[src/rtl/paged_ea_unit.sv]
module paged_ea_unit #(
  parameter int OFS_W  = 7,
  parameter int WORD_W = 12,
  parameter int FLD_W  = 3
) (
  input  logic                    clk,
  input  logic                    rst_n,
  input  logic                    start,
  input  logic [WORD_W-1:0]       instr,
  input  logic [WORD_W-1:0]       pc,
  input  logic [FLD_W-1:0]        fld_num,
  input  logic                    wr_df,
  input  logic                    wr_if,
  output logic                    mem_rd,
  output logic [FLD_W+WORD_W-1:0] mem_addr,
  input  logic [WORD_W-1:0]       mem_rdata,
  output logic                    busy,
  output logic                    done,
  output logic [FLD_W+WORD_W-1:0] op_addr
);
  localparam int PAGE_W = WORD_W - OFS_W;
  localparam int IND_B  = OFS_W + 1;
  localparam int PG_B   = OFS_W;

  logic [FLD_W-1:0]        ifld, dfld, df_hold;
  logic                    busy_q, done_q;
  logic [FLD_W+WORD_W-1:0] op_q;

  wire ind    = instr[IND_B];
  wire pg     = instr[PG_B];
  wire accept = start & ~busy_q;
  wire [PAGE_W-1:0] page   = pg ? pc[WORD_W-1:OFS_W] : {PAGE_W{1'b0}};
  wire [WORD_W-1:0] direct = {page, instr[OFS_W-1:0]};

  assign mem_rd   = accept & ind;
  assign mem_addr = {ifld, direct};
  assign busy     = busy_q;
  assign done     = done_q;
  assign op_addr  = op_q;

  always_ff @(posedge clk) begin
    if (!rst_n) begin
      ifld    <= '0;
      dfld    <= '0;
      df_hold <= '0;
      busy_q  <= 1'b0;
      done_q  <= 1'b0;
      op_q    <= '0;
    end else begin
      done_q <= 1'b0;
      if (wr_df) dfld <= fld_num;
      if (wr_if) ifld <= fld_num;
      if (busy_q) begin
        busy_q <= 1'b0;
        done_q <= 1'b1;
        op_q   <= {df_hold, mem_rdata};
      end else if (accept) begin
        if (ind) begin
          busy_q  <= 1'b1;
          df_hold <= dfld;
        end else begin
          done_q <= 1'b1;
          op_q   <= {ifld, direct};
        end
      end
    end
  end

  assert_direct_R2: assert property (@(posedge clk) disable iff (!rst_n)
    (start && !busy && !instr[IND_B]) |=> (done &&
      op_addr[OFS_W-1:0] == $past(instr[OFS_W-1:0]) &&
      op_addr[WORD_W-1:OFS_W] == ($past(instr[PG_B]) ? $past(pc[WORD_W-1:OFS_W]) : {PAGE_W{1'b0}})));

  assert_read_req_R4: assert property (@(posedge clk) disable iff (!rst_n)
    mem_rd |-> (start && !busy && instr[IND_B]));

  assert_fetch_wait_R4: assert property (@(posedge clk) disable iff (!rst_n)
    mem_rd |=> (busy && !done));

  assert_one_wait_R7: assert property (@(posedge clk) disable iff (!rst_n)
    busy |=> (!busy && done));

  assert_df_load_R5: assert property (@(posedge clk) disable iff (!rst_n)
    wr_df |=> (dfld == $past(fld_num)));

  assert_if_load_R5: assert property (@(posedge clk) disable iff (!rst_n)
    wr_if |=> (ifld == $past(fld_num)));

  assert_hold_R9: assert property (@(posedge clk) disable iff (!rst_n)
    !done |-> $stable(op_addr));
endmodule

[config.mk]
export PLATFORM = sky130hd
export DESIGN_NAME = paged_ea_unit
export DESIGN_NICKNAME = d
export VERILOG_FILES = /design/src/rtl/paged_ea_unit.sv
export SDC_FILE = /design/constraint.sdc
export NUM_CORES = 1
export LEC_CHECK = 0
export BUFFER_PORTS_ARGS = -buffer_cell sky130_fd_sc_hd__buf_2
export CAP_MARGIN = 10
export CORE_MARGIN = 4
export CORE_UTILIZATION = 37
export DETAILED_ROUTE_END_ITERATION = 7
export GPL_TIMING_DRIVEN = 0
export PLACE_DENSITY_LB_ADDON = 0.08
export SLEW_MARGIN = 20
export SYNTH_ARGS = -nofsm -noshare
export SYNTH_HDL_FRONTEND = slang
export SYNTH_SLANG_ARGS = --single-unit
[constraint.sdc]
create_clock -name clk -period 0.9 [get_ports clk]
set_clock_uncertainty 0.05 [all_clocks]
set_input_delay 0.09 -clock clk [delete_from_list [all_inputs] [get_ports clk]]
set_output_delay 0.09 -clock clk [all_outputs]
set_load 0.02 [all_outputs]
==> impl_metrics.py, run 1 <==
metrics = {
    "detailed_routing": {
        "wl_met1_um": 1240,
        "antenna_left": 0,
        "totalWireLength_um": 3280,
        "firstDrtPassIters": 3,
        "routed_via_density": 4.42,
        "drt_iter0_drc": 21,
        "top_layer_used": "met4",
        "drc": 0,
        "wl_met3_um": 160,
        "wl_met2_um": 1840,
        "vias": 1119,
        "wl_per_cell_um": 13.0,
    },
    "placed_design": {
        "dp_cells": 224,
        "port_buffers": 66,
        "place_area_um2": 1570,
        "hpwl_um": 2250,
        "place.gp.congestion": 0.689,
    },
    "sta": {
        "rsz0062_at_grt": "yes",
        "worst_pin_slew_ns": 0.454,
        "hold_slack_ns": -0.00625,
        "timing.final.crit_share": 1.33,
        "maxSlewHeadroom": 0.698,
        "fmaxAchievable_mhz": 833,
        "maxSlewViolCount": 0,
        "hold_viol_final": 1,
        "setup_viol_count_final": 40,
        "min_period_ns": 1.20,
        "setup_slack_ns": -0.300,
    },
    "synth": {
        "ys_types": 14,
        "synth_top_cells_by_area": "dfxtp_1 (45%), mux2i_1 (21%), a21oi_1 (6.5%)",
        "synth-compound-area-share": 0.136,
        "synth_mux_area_frac": 0.208,
        "ys_warn_count": 0,
        "syn-num-nets": 158,
        "synthesis.area_um2": 1160,
        "synth_xor_xnor_area_share": 0,
        "yosysSeqAreaShare": 0.450,
        "synth_top_family_by_area": "multiplexers",
        "synth_adder_area_share": 0,
        "yosys.area_share.simple": 0.103,
        "synth_top_cell_by_area": "dfxtp_1",
        "syn_avg_cell_area_um2": 10.1,
        "yosys.area.top_type_share": 0.450,
        "ys_ff_latch": 26,
        "synth_cells": 114,
    },
    "worst_hold_path": {
        "min_to": "op_addr[0]",
        "hold_path.startpoint": "mem_rdata[0]",
        "min_path_cells": 3,
        "hold_class": "in -> reg",
    },
    "worst_setup_path": {
        "cp-start-kind": "flip-flop",
        "worstPathRequired_ns": 0.76,
        "critPathArrivalTime_ns": 1.06,
        "r2r_end": "df_hold[0]",
        "crit_type": "reg -> out",
        "rrSetupSlack_ns": -0.17,
        "critPathMaxFanout": 2,
        "r2r_start": "busy",
        "cpMaxStageDelayCell": "dfxtp_4",
        "path_cells": "nand3b_1 > inv_2 > buf_6",
        "end_kind": "primary output",
        "critPathMaxStageDelay_ns": 0.36,
        "r2r_cells": 4,
    },
    "run_status": {
        "violations": "negative hold slack, negative setup slack",
        "status": "finished with violations",
    },
    "global_route": {
        "grt_pass1_vias": 1162,
        "gr-usage-all-layers": 0.161,
        "grt_overflow_total": 0,
        "grt_pass1_wl_um": 5160,
        "grt_antenna_before_repair": 0,
        "grt_max_degree": 15,
    },
    "clock_tree": {
        "cts_htree_levels": 1,
        "cts.path.max_buffers": 2,
        "cts_sinks": 26,
        "worstSkewPairLatency_ns": 0.31,
        "numCtsBuffers": 3,
        "root_buffer": "clkbuf_4",
        "cts_tree": "built",
        "clk_pin_slew_ns": 0.14,
    },
    "cells_and_area": {
        "final_cell_mix": "buf_2 (45), mux2i_1 (24), buf_6 (21)",
        "nNetsFinal": 254,
        "design_area_um2": 2050,
        "n_fill_cell": 245,
        "final_common_cell": "buf_2",
        "insertedDiodeCount": 0,
        "layout.cells.non_filler": 253,
        "drive_above_1_share": 0.593,
        "syn_to_final_growth_pct": 76.9,
    },
    "floorplanning": {
        "io_pins": 77,
        "rows": 20,
        "dieArea_um2": 4080,
        "die_h_um": 63.9,
        "die_w_um": 63.9,
        "fp.coreArea_um2": 3030,
        "initial_core_util": 0.382,
    },
    "pwr": {
        "power_density_nw_per_um2": 1270,
        "leakage_nw": 1.03,
        "peakVddDrop_mv": 0.982,
    },
    "run": {
        "maxCapViolCount": 0,
    },
}
## synth_stat cells, drive strengths merged
cell	n
dfxtp	26
mux2i	24
a21oi	15
o21ai	15
buf	9
nor2b	9
and2	6
clkbuf	5
inv	2
a21boi	1
nand2b	1
nand3b	1
## layer usage
layer | up-vias | track usage
li1 | 580 | -
met1 | 501 | 0.157
met2 | 34 | 0.328
met3 | 4 | 0.0299
met4 | 0 | 0.0566
met5 | - | 0
## worst max-delay path by stage
stage | from | endpoint | slack [ns]
floorplan | busy | df_hold[0] | -0.11
global route | busy | mem_rd | -0.36
detailed placement | busy | df_hold[0] | -0.15
CTS | busy | mem_rd | -0.29
finish | busy | mem_rd | -0.30
global placement | busy | df_hold[2] | -0.14
## through the flow
stage	util	TNS, ns	setup slack [ns]	total power [mW]
finish	0.676	-3.27	-0.300	2.59
global placement	0.517	-1.73	-0.138	1.81
global route	0.676	-5.23	-0.361	2.72
CTS	0.670	-3.54	-0.291	2.60
detailed placement	0.517	-2.24	-0.154	1.83
floorplan	-	-0.889	-0.106	1.61
## layout make-up
cell class | instances | area (um2) | area share
timing repair buffer | 91 | 704 | 0.344
sequential | 26 | 548 | 0.268
multi-input combinational | 72 | 536 | 0.262
buffer | 14 | 154 | 0.0752
tap | 44 | 55.1 | 0.0269
clock buffer | 4 | 36.3 | 0.0177
inverter | 2 | 12.5 | 0.00612
## flip-flops by register name, indices dropped and copies added, names as in the netlist
name     count
busy         1
df_hold      3
dfld         3
done         1
ifld         3
op_addr     15
## critical path: cells and delay by family, from the launching register on
kind,cells,cell delay (ns)
flip-flops,1,0.36
buffers and inverters,2,0.19
AND/OR/NAND/NOR,1,0.19
## where the power goes
group	leakage, nW	total, mW	internal (mW)	switching [mW]
sequential	0.221	1.28	1.23	0.0449
clock	0.0210	0.580	0.247	0.333
combinational	0.790	0.737	0.410	0.327
## timing repair
action,in CTS,in global routing
setup endpoints to repair,39,40
gates cloned,1,0
endpoints found under the hold margin,17,0
hold buffers,14,0
resized for setup,76,6
buffers inserted,10,1
## logic make-up after synthesis
family | count (synthesis)
AOI/OAI and AO/OA | 31
DFF | 26
muxes | 24
and+or+nand+nor | 17
buffers and inverters | 16
Power figures use the tool's default switching activity.
==> run 2: changes to the inputs <==
- CORE_UTILIZATION: 37 -> 35
- REMOVE_ABC_BUFFERS: default -> 1
==> impl_metrics.py, run 2 (same netlist as run 1, synthesis figures left out) <==
metrics = {
    "detailed_routing": {
        "totalWireLength_um": 3230,
        "firstDrtPassIters": 3,
        "wl_per_cell_um": 13.4,
        "antenna_left": 0,
        "routed_via_density": 4.59,
        "vias": 1106,
        "drt_iter0_drc": 6,
        "drc": 0,
    },
    "clock_tree": {
        "cts_htree_levels": 1,
        "numCtsBuffers": 3,
        "cts_tree": "built",
        "cts.path.max_buffers": 2,
        "cts_sinks": 26,
        "worstSkewPairLatency_ns": 0.31,
        "clk_pin_slew_ns": 0.13,
        "root_buffer": "clkbuf_4",
    },
    "global_route": {
        "grt_antenna_before_repair": 0,
        "gr-usage-all-layers": 0.147,
        "grt_overflow_total": 0,
        "grt_pass1_wl_um": 4890,
        "grt_pass1_vias": 1103,
        "grt_max_degree": 27,
    },
    "placed_design": {
        "place_ws_ns": -0.474,
        "place.gp.congestion": 0.673,
        "hpwl_um": 1890,
        "port_buffers": 66,
        "place_area_um2": 1430,
    },
    "sta": {
        "setup_tns_ns": -6.27,
        "setup_slack_ns": -0.322,
        "hold_slack_ns": 0.00270,
        "maxSlewHeadroom": 0.655,
        "min_period_ns": 1.22,
        "worst_pin_slew_ns": 0.517,
        "rsz0062_at_grt": "yes",
        "setup_viol_count_final": 40,
        "timing.final.crit_share": 1.36,
        "hold_viol_final": 0,
        "fmaxAchievable_mhz": 819,
        "maxSlewViolCount": 0,
    },
    "worst_setup_path": {
        "end_kind": "flip-flop",
        "critPathArrivalTime_ns": 1.39,
        "crit_type": "reg -> reg",
        "rrSetupSlack_ns": -0.32,
        "critPathMaxFanout": 8,
        "worstPathRequired_ns": 1.07,
        "cp-start-kind": "flip-flop",
    },
    "floorplanning": {
        "initial_core_util": 0.373,
        "die_h_um": 65.5,
        "fp.coreArea_um2": 3100,
        "dieArea_um2": 4290,
        "io_pins": 77,
        "rows": 20,
        "die_w_um": 65.5,
    },
    "cells_and_area": {
        "final_cell_mix": "buf_2 (45), mux2i_1 (24), buf_6 (20)",
        "drive_above_1_share": 0.599,
        "largest_reg_flops": 15,
        "seqCellArea_um2": 548,
        "nNetsFinal": 243,
        "syn_to_final_growth_pct": 67.9,
        "multi_input_area_um2": 551,
        "final_common_cell": "buf_2",
        "design_area_um2": 1940,
        "insertedDiodeCount": 0,
        "n_fill_cell": 284,
    },
    "pwr": {
        "total_power_mw": 2.45,
        "power_density_nw_per_um2": 1260,
        "leakage_nw": 0.960,
        "peakVddDrop_mv": 0.685,
    },
    "run_status": {
        "status": "finished with violations",
        "violations": "negative setup slack",
    },
    "run": {
        "maxCapViolCount": 0,
    },
    "worst_hold_path": {
        "hold_class": "in -> reg",
    },
}
run 2: timing repair:
item | CTS | global route
hold endpoints to repair | 16 | 0
resized for setup | 86 | 6
pin swaps | 0 | 2
cloned | 1 | 1
setup endpoints to repair | 41 | 40
hold buffers | 14 | 0
setup buffers | 12 | 0
run 2: path summary, 6_finish.rpt:
kind / from / end / cells after the start
worst max-delay path: busy / op_addr[11] / 6
worst min-delay path: fld_num[1] / dfld[1] / 3
worst max register to register: busy / op_addr[11] / 6
worst min register to register: dfld[2] / dfld[2] / 2
run 2: cell type report:
| type | count | share of cell area |
|---|---|---|
| clock buffers | 3 | 0.0116 |
| inverters | 2 | 0.00580 |
| multi-input cells | 72 | 0.284 |
| flip-flops and latches | 26 | 0.282 |
| well taps | 44 | 0.0284 |
| repair buffers | 93 | 0.384 |
| repair inverters | 1 | 0.00387 |
run 2: report_power, final:
| group | switching [mW] | leakage, nW | internal (mW) |
|---|---|---|---|
| Clock | 0.329 | 0.0138 | 0.157 |
| Sequential | 0.0447 | 0.221 | 1.23 |
| Combinational | 0.321 | 0.725 | 0.370 |
| Total | 0.695 | 0.960 | 1.76 |
run 2: stage by stage:
| stage | instances | utilization |
|---|---|---|
| 2_1_floorplan | 100 | - |
| 3_3_place_gp | 210 | 0.461 |
| 3_5_place_dp | 210 | 0.461 |
| 4_1_cts | 240 | 0.611 |
| 5_1_grt | 241 | 0.625 |
| 6_report | 241 | 0.625 |
run 2: worst max-delay path: stages, from the launching register on:
cell        delay [ns]
dfxtp_4           0.37
buf_4             0.12
buf_12            0.10
clkinvlp_4        0.12
clkbuf_16         0.19
o21ai_2           0.13
a21oi_1           0.05
run 2: per-layer routing:
metal	global-route usage	wire length, um	vias up
met1	0.168	1360	514
met4	0.0389	13	0
met2	0.279	1700	35
met3	0.0222	155	2
li1	-	-	555
met5	0	0	-
